### src/rtl/busseq_pkg.sv
package busseq_pkg;

    typedef enum logic [2:0] {
        ST_IDLE = 3'd0,
        ST_ADDR = 3'd1,
        ST_STRB = 3'd2,
        ST_DATA = 3'd3,
        ST_DONE = 3'd4
    } bstate_e;

    typedef enum logic {
        K_FETCH = 1'b0,
        K_OPER  = 1'b1
    } bkind_e;

    localparam int unsigned NUM_STROBES = 4;

endpackage

### src/rtl/busseq_phys.sv
module busseq_phys #(
    parameter int unsigned SEG_W  = 16,
    parameter int unsigned OFF_W  = 16,
    parameter int unsigned ADDR_W = 20,
    parameter int unsigned SHIFT  = 4
) (
    input  logic [SEG_W-1:0]  seg,
    input  logic [OFF_W-1:0]  off,
    output logic [ADDR_W-1:0] phys
);
    localparam int unsigned EXT_W = (SEG_W + SHIFT > ADDR_W) ? SEG_W + SHIFT : ADDR_W;

    logic [EXT_W-1:0] seg_ext;
    logic [EXT_W-1:0] off_ext;
    logic [EXT_W-1:0] sum;

    always_comb begin
        seg_ext = EXT_W'(seg) << SHIFT;
        off_ext = EXT_W'(off);
        sum     = seg_ext + off_ext;
        phys    = sum[ADDR_W-1:0];
    end
endmodule

### src/rtl/busseq_fetch_ptr.sv
module busseq_fetch_ptr #(
    parameter int unsigned SEG_W     = 16,
    parameter int unsigned OFF_W     = 16,
    parameter int unsigned STEP      = 2,
    parameter int unsigned RESET_SEG = 'hFFFF,
    parameter int unsigned RESET_OFF = 0
) (
    input  logic             clk,
    input  logic             rst_n,
    input  logic             redir_valid,
    input  logic [SEG_W-1:0] redir_seg,
    input  logic [OFF_W-1:0] redir_off,
    input  logic             advance,
    output logic [SEG_W-1:0] cs,
    output logic [OFF_W-1:0] ip
);
    typedef struct packed {
        logic [SEG_W-1:0] cs;
        logic [OFF_W-1:0] ip;
    } ptr_s;

    ptr_s ptr_d, ptr_q;

    always_comb begin
        ptr_d = ptr_q;
        if (redir_valid) begin
            ptr_d.cs = redir_seg;
            ptr_d.ip = redir_off;
        end else if (advance) begin
            ptr_d.ip = ptr_q.ip + OFF_W'(STEP);
        end
    end

    always_ff @(posedge clk or negedge rst_n) begin
        if (!rst_n) begin
            ptr_q.cs <= SEG_W'(RESET_SEG);
            ptr_q.ip <= OFF_W'(RESET_OFF);
        end else begin
            ptr_q <= ptr_d;
        end
    end

    assign cs = ptr_q.cs;
    assign ip = ptr_q.ip;

    assert_ip_step_R4: assert property (@(posedge clk) disable iff (!rst_n)
        (advance && !redir_valid) |=> (ip == $past(ip) + OFF_W'(STEP)))
        else $error("instruction pointer did not advance by one word");

    assert_redir_load_R10: assert property (@(posedge clk) disable iff (!rst_n)
        redir_valid |=> (cs == $past(redir_seg) && ip == $past(redir_off)))
        else $error("redirect target not loaded");
endmodule

### src/rtl/busseq_strobe_dec.sv
module busseq_strobe_dec
    import busseq_pkg::*;
(
    input  logic                   active,
    input  logic                   is_write,
    input  logic                   is_io,
    output logic [NUM_STROBES-1:0] strobe
);
    // index = {is_io, is_write}: 0 mem read, 1 mem write, 2 io read, 3 io write
    logic [1:0] sel;
    assign sel = {is_io, is_write};

    for (genvar g = 0; g < NUM_STROBES; g++) begin : g_strb
        assign strobe[g] = active && (sel == 2'(g));
    end
endmodule

### src/rtl/busseq_top.sv
module busseq_top
    import busseq_pkg::*;
#(
    parameter int unsigned SEG_W     = 16,
    parameter int unsigned OFF_W     = 16,
    parameter int unsigned ADDR_W    = 20,
    parameter int unsigned DATA_W    = 16,
    parameter int unsigned SEG_SHIFT = 4,
    parameter int unsigned RESET_SEG = 'hFFFF,
    parameter int unsigned RESET_OFF = 0
) (
    input  logic              clk,
    input  logic              rst_n,
    input  logic              q_room,
    input  logic              redir_valid,
    input  logic [SEG_W-1:0]  redir_seg,
    input  logic [OFF_W-1:0]  redir_off,
    input  logic              op_req,
    input  logic              op_write,
    input  logic              op_io,
    input  logic [SEG_W-1:0]  op_seg,
    input  logic [OFF_W-1:0]  op_off,
    input  logic [DATA_W-1:0] op_wdata,
    output logic              op_done,
    output logic [DATA_W-1:0] op_rdata,
    output logic              fetch_valid,
    output logic [DATA_W-1:0] fetch_data,
    output logic              flush,
    output logic [ADDR_W-1:0] bus_addr,
    output logic              mem_rd,
    output logic              mem_wr,
    output logic              io_rd,
    output logic              io_wr,
    output logic [DATA_W-1:0] bus_dout,
    output logic              bus_doe,
    input  logic [DATA_W-1:0] bus_din
);
    localparam int unsigned FETCH_STEP = DATA_W / 8;

    typedef struct packed {
        bstate_e             st;
        bkind_e              kind;
        logic                wr;
        logic                io;
        logic                cancel;
        logic [ADDR_W-1:0]   addr;
        logic [DATA_W-1:0]   wdata;
        logic [DATA_W-1:0]   rdata;
    } seq_s;

    seq_s seq_d, seq_q;

    logic [SEG_W-1:0]       cs;
    logic [OFF_W-1:0]       ip;
    logic [ADDR_W-1:0]      fetch_phys;
    logic [ADDR_W-1:0]      op_phys;
    logic                   strobe_on;
    logic [NUM_STROBES-1:0] strobes;
    logic                   any_strobe;
    logic                   fetch_ok;

    busseq_phys #(
        .SEG_W (SEG_W), .OFF_W (OFF_W), .ADDR_W (ADDR_W), .SHIFT (SEG_SHIFT)
    ) u_fetch_phys (
        .seg (cs), .off (ip), .phys (fetch_phys)
    );

    busseq_phys #(
        .SEG_W (SEG_W), .OFF_W (OFF_W), .ADDR_W (ADDR_W), .SHIFT (SEG_SHIFT)
    ) u_op_phys (
        .seg (op_seg), .off (op_off), .phys (op_phys)
    );

    busseq_fetch_ptr #(
        .SEG_W (SEG_W), .OFF_W (OFF_W), .STEP (FETCH_STEP),
        .RESET_SEG (RESET_SEG), .RESET_OFF (RESET_OFF)
    ) u_ptr (
        .clk         (clk),
        .rst_n       (rst_n),
        .redir_valid (redir_valid),
        .redir_seg   (redir_seg),
        .redir_off   (redir_off),
        .advance     (fetch_ok),
        .cs          (cs),
        .ip          (ip)
    );

    assign strobe_on = (seq_q.st == ST_STRB) || (seq_q.st == ST_DATA);

    busseq_strobe_dec u_dec (
        .active   (strobe_on),
        .is_write (seq_q.wr),
        .is_io    (seq_q.io),
        .strobe   (strobes)
    );

    // next-state: grant only from idle; operand wins over prefetch
    always_comb begin
        seq_d = seq_q;
        unique case (seq_q.st)
            ST_IDLE: begin
                if (op_req) begin
                    seq_d.st     = ST_ADDR;
                    seq_d.kind   = K_OPER;
                    seq_d.wr     = op_write;
                    seq_d.io     = op_io;
                    seq_d.addr   = op_phys;
                    seq_d.wdata  = op_wdata;
                    seq_d.cancel = 1'b0;
                end else if (q_room && !redir_valid) begin
                    seq_d.st     = ST_ADDR;
                    seq_d.kind   = K_FETCH;
                    seq_d.wr     = 1'b0;
                    seq_d.io     = 1'b0;
                    seq_d.addr   = fetch_phys;
                    seq_d.wdata  = '0;
                    seq_d.cancel = 1'b0;
                end
            end
            ST_ADDR: seq_d.st = ST_STRB;
            ST_STRB: seq_d.st = ST_DATA;
            ST_DATA: begin
                seq_d.st    = ST_DONE;
                seq_d.rdata = bus_din;
            end
            ST_DONE: seq_d.st = ST_IDLE;
            default: seq_d.st = ST_IDLE;
        endcase
        if (seq_q.st != ST_IDLE && seq_q.kind == K_FETCH && redir_valid) begin
            seq_d.cancel = 1'b1;
        end
    end

    always_ff @(posedge clk or negedge rst_n) begin
        if (!rst_n) begin
            seq_q <= '{st: ST_IDLE, kind: K_FETCH, default: '0};
        end else begin
            seq_q <= seq_d;
        end
    end

    assign fetch_ok    = (seq_q.st == ST_DONE) && (seq_q.kind == K_FETCH)
                         && !seq_q.cancel && !redir_valid;
    assign fetch_valid = fetch_ok;
    assign fetch_data  = seq_q.rdata;
    assign op_done     = (seq_q.st == ST_DONE) && (seq_q.kind == K_OPER);
    assign op_rdata    = (op_done && !seq_q.wr) ? seq_q.rdata : '0;
    assign flush       = redir_valid;
    assign bus_addr    = (seq_q.st != ST_IDLE) ? seq_q.addr : '0;
    assign mem_rd      = strobes[0];
    assign mem_wr      = strobes[1];
    assign io_rd       = strobes[2];
    assign io_wr       = strobes[3];
    assign bus_doe     = strobe_on && seq_q.wr;
    assign bus_dout    = bus_doe ? seq_q.wdata : '0;
    assign any_strobe  = |strobes;

    assert_one_strobe_R11: assert property (@(posedge clk) disable iff (!rst_n)
        $onehot0({mem_rd, mem_wr, io_rd, io_wr}))
        else $error("more than one strobe active");

    assert_strobe_width_R3: assert property (@(posedge clk) disable iff (!rst_n)
        $fell(any_strobe) |-> $past(any_strobe, 2))
        else $error("strobe shorter than two cycles");

    assert_addr_setup_R3: assert property (@(posedge clk) disable iff (!rst_n)
        $rose(any_strobe) |-> $stable(bus_addr))
        else $error("address changed as strobe rose");

    assert_op_first_R6: assert property (@(posedge clk) disable iff (!rst_n)
        (seq_q.st == ST_IDLE && op_req && q_room) |=> (seq_q.kind == K_OPER && seq_q.st == ST_ADDR))
        else $error("prefetch granted ahead of operand");

    assert_no_room_R5: assert property (@(posedge clk) disable iff (!rst_n)
        (seq_q.st == ST_IDLE && !q_room && !op_req) |=> (seq_q.st == ST_IDLE))
        else $error("cycle started without queue room");

    assert_no_push_redir_R10: assert property (@(posedge clk) disable iff (!rst_n)
        redir_valid |-> !fetch_valid)
        else $error("fetch delivered during redirect");
endmodule

### config.mk
export PLATFORM = sky130hd
export DESIGN_NAME = busseq_top
export DESIGN_NICKNAME = d
export VERILOG_FILES = /design/src/rtl/busseq_pkg.sv /design/src/rtl/busseq_phys.sv /design/src/rtl/busseq_fetch_ptr.sv /design/src/rtl/busseq_strobe_dec.sv /design/src/rtl/busseq_top.sv
export SDC_FILE = /design/constraint.sdc
export NUM_CORES = 1
export LEC_CHECK = 0
export BUFFER_PORTS_ARGS = -buffer_cell sky130_fd_sc_hd__buf_2
export CAP_MARGIN = 5
export CORE_MARGIN = 2
export CORE_UTILIZATION = 47
export DETAILED_ROUTE_END_ITERATION = 7
export GPL_ROUTABILITY_DRIVEN = 0
export PLACE_DENSITY = 0.78
export SLEW_MARGIN = 20
export SYNTH_ARGS = -nofsm -noshare
export SYNTH_HDL_FRONTEND = slang
export SYNTH_SLANG_ARGS = --single-unit
export TNS_END_PERCENT = 1
### constraint.sdc
create_clock -name clk -period 2.44 [get_ports clk]
set_input_delay 0.244 -clock clk [delete_from_list [all_inputs] [get_ports clk]]
set_output_delay 0.244 -clock clk [all_outputs]
set_load 0.005 [all_outputs]
# Word level (Yosys, flattened, before mapping)
# Index checks and enable logic that the tools add are counted.
[word_totals] register_bits=91 out_inout_bits=76 in_bits=103 elab_cells=58
[op_classes] n_bitwise=1 add_sub_neg=3 n_reduce_logical=26 eq_ne=8 muxes=10
[ops] operator="$mux 43" n=2
[ops] operator="$mux 16" n=4
[ops] operator="$add 20x16->20" n=2
[ops] operator="$mux 37" n=1
[ops] operator="$mux 20" n=1
[ops] operator="$add 16x2->16 const B" n=1
[ops] operator="$logic_and 1x1->1" n=13
[ops] operator="$pmux 3 s4" n=1
[ops] operator="$eq 3x2->1 const B" n=2
[ops] operator="$reduce_bool 2->1" n=3
[ops] operator="$reduce_bool 3->1" n=2
[ops] operator="$eq 2x2->1 const B" n=2
[ops] operator="$reduce_and 2->1" n=2
[ops] operator="$eq 3x1->1 const B" n=1
[ops] operator="$eq 3x3->1 const B" n=1
[ops] operator="$logic_not 1->1" n=3
[ops] operator="$logic_not 3->1" n=1
[ops] operator="$ne 3x3->1 const B" n=1
[ops] operator="$eq 2x1->1 const B" n=1
[ops] operator="$logic_not 2->1" n=1
[ops] operator="$logic_or 1x1->1" n=1
[ops] operator="$mux 1" n=1
[ops] operator="$not 1->1" n=1

# Depth between registers and ports, before layout
[logic_depth] depth_word=6 depth_mapped=9 depth_no_buf=9

# Cells and area by module
# A second synthesis with hierarchy kept.
[unflattened] hier_cells=588 hier_area_um2=6139.6
[by_module_without_submodules] module="busseq_top" cells_per_inst=238 seq_area_each_um2=1476.4 area_each_um2=2989.1 n_inst=1
[by_module_without_submodules] module="busseq_phys" cells_per_inst=108 seq_area_each_um2=0.0 area_each_um2=820.8 n_inst=2
[by_module_without_submodules] module="busseq_fetch_ptr" cells_per_inst=130 seq_area_each_um2=820.8 area_each_um2=1471.4 n_inst=1
[by_module_without_submodules] module="busseq_strobe_dec" cells_per_inst=4 seq_area_each_um2=0.0 area_each_um2=37.5 n_inst=1

# Worst setup path after synthesis
# OpenSTA, ideal clock, no wires.
[synth_timing] path_kind="register to register" start="register u_ptr.ip[4] (netlist name)" end="register seq_q[50] (netlist name)" setup_ns=0.077 arrival_time_ns=2.243 period_less_slack_ns=2.321 slack_ns=0.119 path_stages_with_launch=10 required_ns=2.363 path_buffers=0 cell_sequence="dfrtp_1 > ha_1 > fa_1 > a211oi_2 > o211ai_1 > a31o_2 > a21oi_2 > mux2i_1 > o221ai_1 > a21oi_1"
[synth_via] elab_chain_cells=3
[synth_rtl] element="$add 20x16->20" line="busseq_phys.sv:20" rtl="sum = seg_ext + off_ext;"
[synth_rtl] element="$mux 43" line="busseq_top.sv:110" rtl="end else if (q_room && !redir_valid) begin"
[synth_rtl] element="$mux 43" line="busseq_top.sv:102" rtl="if (op_req) begin"
[synth_rtl] element="end signal, assigned" line="busseq_top.sv:138" rtl="seq_q <= seq_d;"
[synth_rtl] element="end, declared" line="busseq_top.sv:51" rtl="seq_s seq_d, seq_q;"
# No other way between the ends. The select of a mux whose other input is x is not followed.
# A chain may end at the register's enable or synchronous reset.

# Final worst setup path
[layout_timing] start="register u_ptr.ip[4] (netlist name)" end="register seq_q[46] (netlist name)"
[layout_via] elab_chain_cells=3
[layout_rtl] element="$add 20x16->20" line="busseq_phys.sv:20"
[layout_rtl] element="$mux 43" line="busseq_top.sv:110"
[layout_rtl] element="$mux 43" line="busseq_top.sv:102"
# No other way between the ends. The select of a mux whose other input is x is not followed.

==> out/results.ini <==
[outcome]
status = finished, final reports clean

[route]
vias = 4607
routed_wirelength_um = 13500
routed_via_density = 5.35
wire_per_inst_um = 15.6
dr.pass1.iters = 5
drc = 0
drtIter0Drc = 261
drtAntennaViolNets = 0

[clocking]
cts_tree = yes
cts_root_buf = clkbuf_16
clock_sinks = 91
clock_latency_ns = 0.34
clockBufferDepth = 2
htree_levels = 3
cts.clk_slew.worst_paths_ns = 0.07
cts_buffers = 9
ctsHoldBuffers = 0

[logic_synthesis]
synth-main-ff-cell = dfrtp_1
syn_nets = 679
synth-edff-count = 0
yosys.area_share.simple = 0.163
synth_top_cell_by_area = dfrtp_1
syn_avg_cell_area_um2 = 10.0
ys_types = 59
synth_top_area_share = 0.342
synth_area_leaders = dfrtp_1 34%, dfstp_2 7.7%, mux2_2 6.8%, ha_1 5.7%, o21ai_0 3.5%
synth_seq_cells = 91
yosysSeqAreaShare = 0.418
yosysWarnings = 0
yosys.area_share.xor_xnor = 0.0606
synth_top_family_by_area = compound AO/OA/AOI/OAI gates
synth-compound-area-share = 0.164
synth_area_um2 = 5500
async_flop_share = 1.00
synth_adder_area_share = 0.0642
synth.area.mux_share = 0.0840
syn_inst = 549

[critical_path]
crit_chain = ha_2 > fa_2 > a211oi_2 > o211ai_1 > a31o_2 > a21oi_4 > buf_4 > xor2_1 > a222oi_1
rr_startpoint = u_ptr.ip[4]$_DFFE_PN0N_
cp_slowest_stage_delay_ns = 0.41
critPathKind = flip-flop to flip-flop
worstPathRequired_ns = 2.67
critPathSlowestCell = fa_2
cp-end-kind = flip-flop
cp.depth = 9
cp_top_family = compound AO/OA/AOI/OAI gates
rr_endpoint = seq_q[46]$_DFFE_PN0P_
reg2reg_depth = 9
r2r_slack_ns = 0.03
crit_fanout = 3
worstPathArrival_ns = 2.64
start_kind = flip-flop
crit_buf_inv = 1

[grt]
use_met3 = 0.0319
gr-max-usage-layer = met2
track_usage = 0.214
grt_antenna_before_repair = 0
grt_pass1_vias = 4507
grt_max_degree = 65
overflow = 0
use_met1 = 0.289
grt_pass1_wl_um = 21900
met2_usage = 0.353

[power_and_ir_drop]
power-per-cell-area_nw_per_um2 = 950
leakage_uw = 0.00337
irDropWorstVdd_v = 0.000498

[cells_and_area]
final_nets = 843
nFillCells = 946
fin_area_um2 = 6810
diodes = 0
final_common_cell = buf_2
area_growth_pct = 24.0
drive_gt1_frac = 0.383
layout_common_cells = 177 x buf_2, 75 x dfrtp_1, 49 x nand2_1

[sta]
rsz0062_at_grt = yes
setup_slack_ns = 0.0303
slew_headroom = 0.455
finClkSkew_ns = 0.00569
final-hold-violation-count = 0
tns_ns = 0
fin_crit_ns = 2.41
hold_slack_ns = 0.00926
setup_viol = 0
period_share = 0.988
drv_slew = 0
tightest_slew_ns = 0.817
fmax_ghz = 0.415

[floorplanning]
fp-row-count = 39
dieArea_um2 = 12600
die_w_um = 112
pin_count = 179
die_y_um = 112
start_util = 0.481
core-area_um2 = 11400

[place]
place_hpwl_um = 10300
io_buffers = 178
place_area_um2 = 6450
dp_slack_ns = -0.0720

[worst_hold_path]
hold_class = input pin to asynchronous set/reset pin

[run]
cap_violations = 0

[synth_stat cells (14+ instances only)]
master,number
a21oi_1,19
a22o_1,18
and2_1,20
and3_1,23
buf_4,18
clkbuf_1,14
dfrtp_1,75
dfstp_2,16
ha_1,25
mux2_2,33
nand2_1,49
nor2_1,24
nor2b_1,21
o21ai_0,38
xnor2_1,18
xor2_1,20
[layer usage]
metal  vias to the layer above  share of wire
met5                         -              0
met4                         0          0.015
met3                        13          0.068
met2                       177           0.48
met1                      2138           0.44
li1                       2279              -
[worst max path at each step]
stage                                 start                    end  slack [ns]
floorplan           u_ptr.ip[4]$_DFFE_PN0N_  seq_q[50]$_DFFE_PN0P_        0.12
global placement    u_ptr.ip[4]$_DFFE_PN0N_  seq_q[50]$_DFFE_PN0P_        0.07
detailed placement  u_ptr.ip[4]$_DFFE_PN0N_  seq_q[50]$_DFFE_PN0P_       -0.07
CTS                 u_ptr.cs[0]$_DFFE_PN1P_  seq_q[50]$_DFFE_PN0P_        0.01
global route        u_ptr.ip[4]$_DFFE_PN0N_  seq_q[50]$_DFFE_PN0P_       -0.06
finish              u_ptr.ip[4]$_DFFE_PN0N_  seq_q[46]$_DFFE_PN0P_        0.03
[power by group]
group | total (µW) | internal, µW | switching (µW)
Combinational | 2510 | 1260 | 1240
Clock | 1500 | 925 | 578
Sequential | 2460 | 2060 | 396
Total | 6470 | 4250 | 2220
[layout make-up]
type	count	area, µm²	share of cell area
Multi-Input combinational cell	410	2960	0.434
Sequential cell	91	2300	0.337
Timing Repair Buffer	193	1020	0.150
Clock buffer	10	239	0.0351
Tap cell	143	179	0.0263
Clock inverter	6	88.8	0.0130
Inverter	8	30.0	0.00441
[cell families (layout without fill, tap and decap cells)]
kind of cell / after synthesis / count (layout)
XOR/XNOR: 38 / 38
AO/OA/AOI/OAI: 134 / 134
AND/OR/NAND/NOR: 169 / 169
adder cells (fa/ha/maj): 27 / 27
flip-flops: 91 / 91
multiplexers: 42 / 42
buffers and inverters: 48 / 217
[sequential cells by signal, summed over array words and instances, names as in the netlist]
name,flops
seq_q,43
fetch_data,16
u_ptr.cs,16
u_ptr.ip,16
[repair_timing]
action                     CTS  global route
setup endpoints to repair    1             3
pin swaps                    1             5
gates resized for setup      1             2
setup buffers                0             3
[worst register-to-register path, stage by stage (launching register included)]
cell      delay, ns
dfrtp_1        0.38
ha_2           0.20
fa_2           0.41
a211oi_2       0.29
o211ai_1       0.14
a31o_2         0.24
a21oi_4        0.15
buf_4          0.13
xor2_1         0.05
a222oi_1       0.31
[stage by stage]
step	cells	power (µW)	util
3_5_place_dp	842	4970	0.565
6_report	861	6470	0.597
4_1_cts	858	6500	0.594
5_1_grt	861	6890	0.597
3_3_place_gp	842	4850	0.565
2_1_floorplan	549	4160	-
Note: power is estimated with default switching activity, not from simulation.
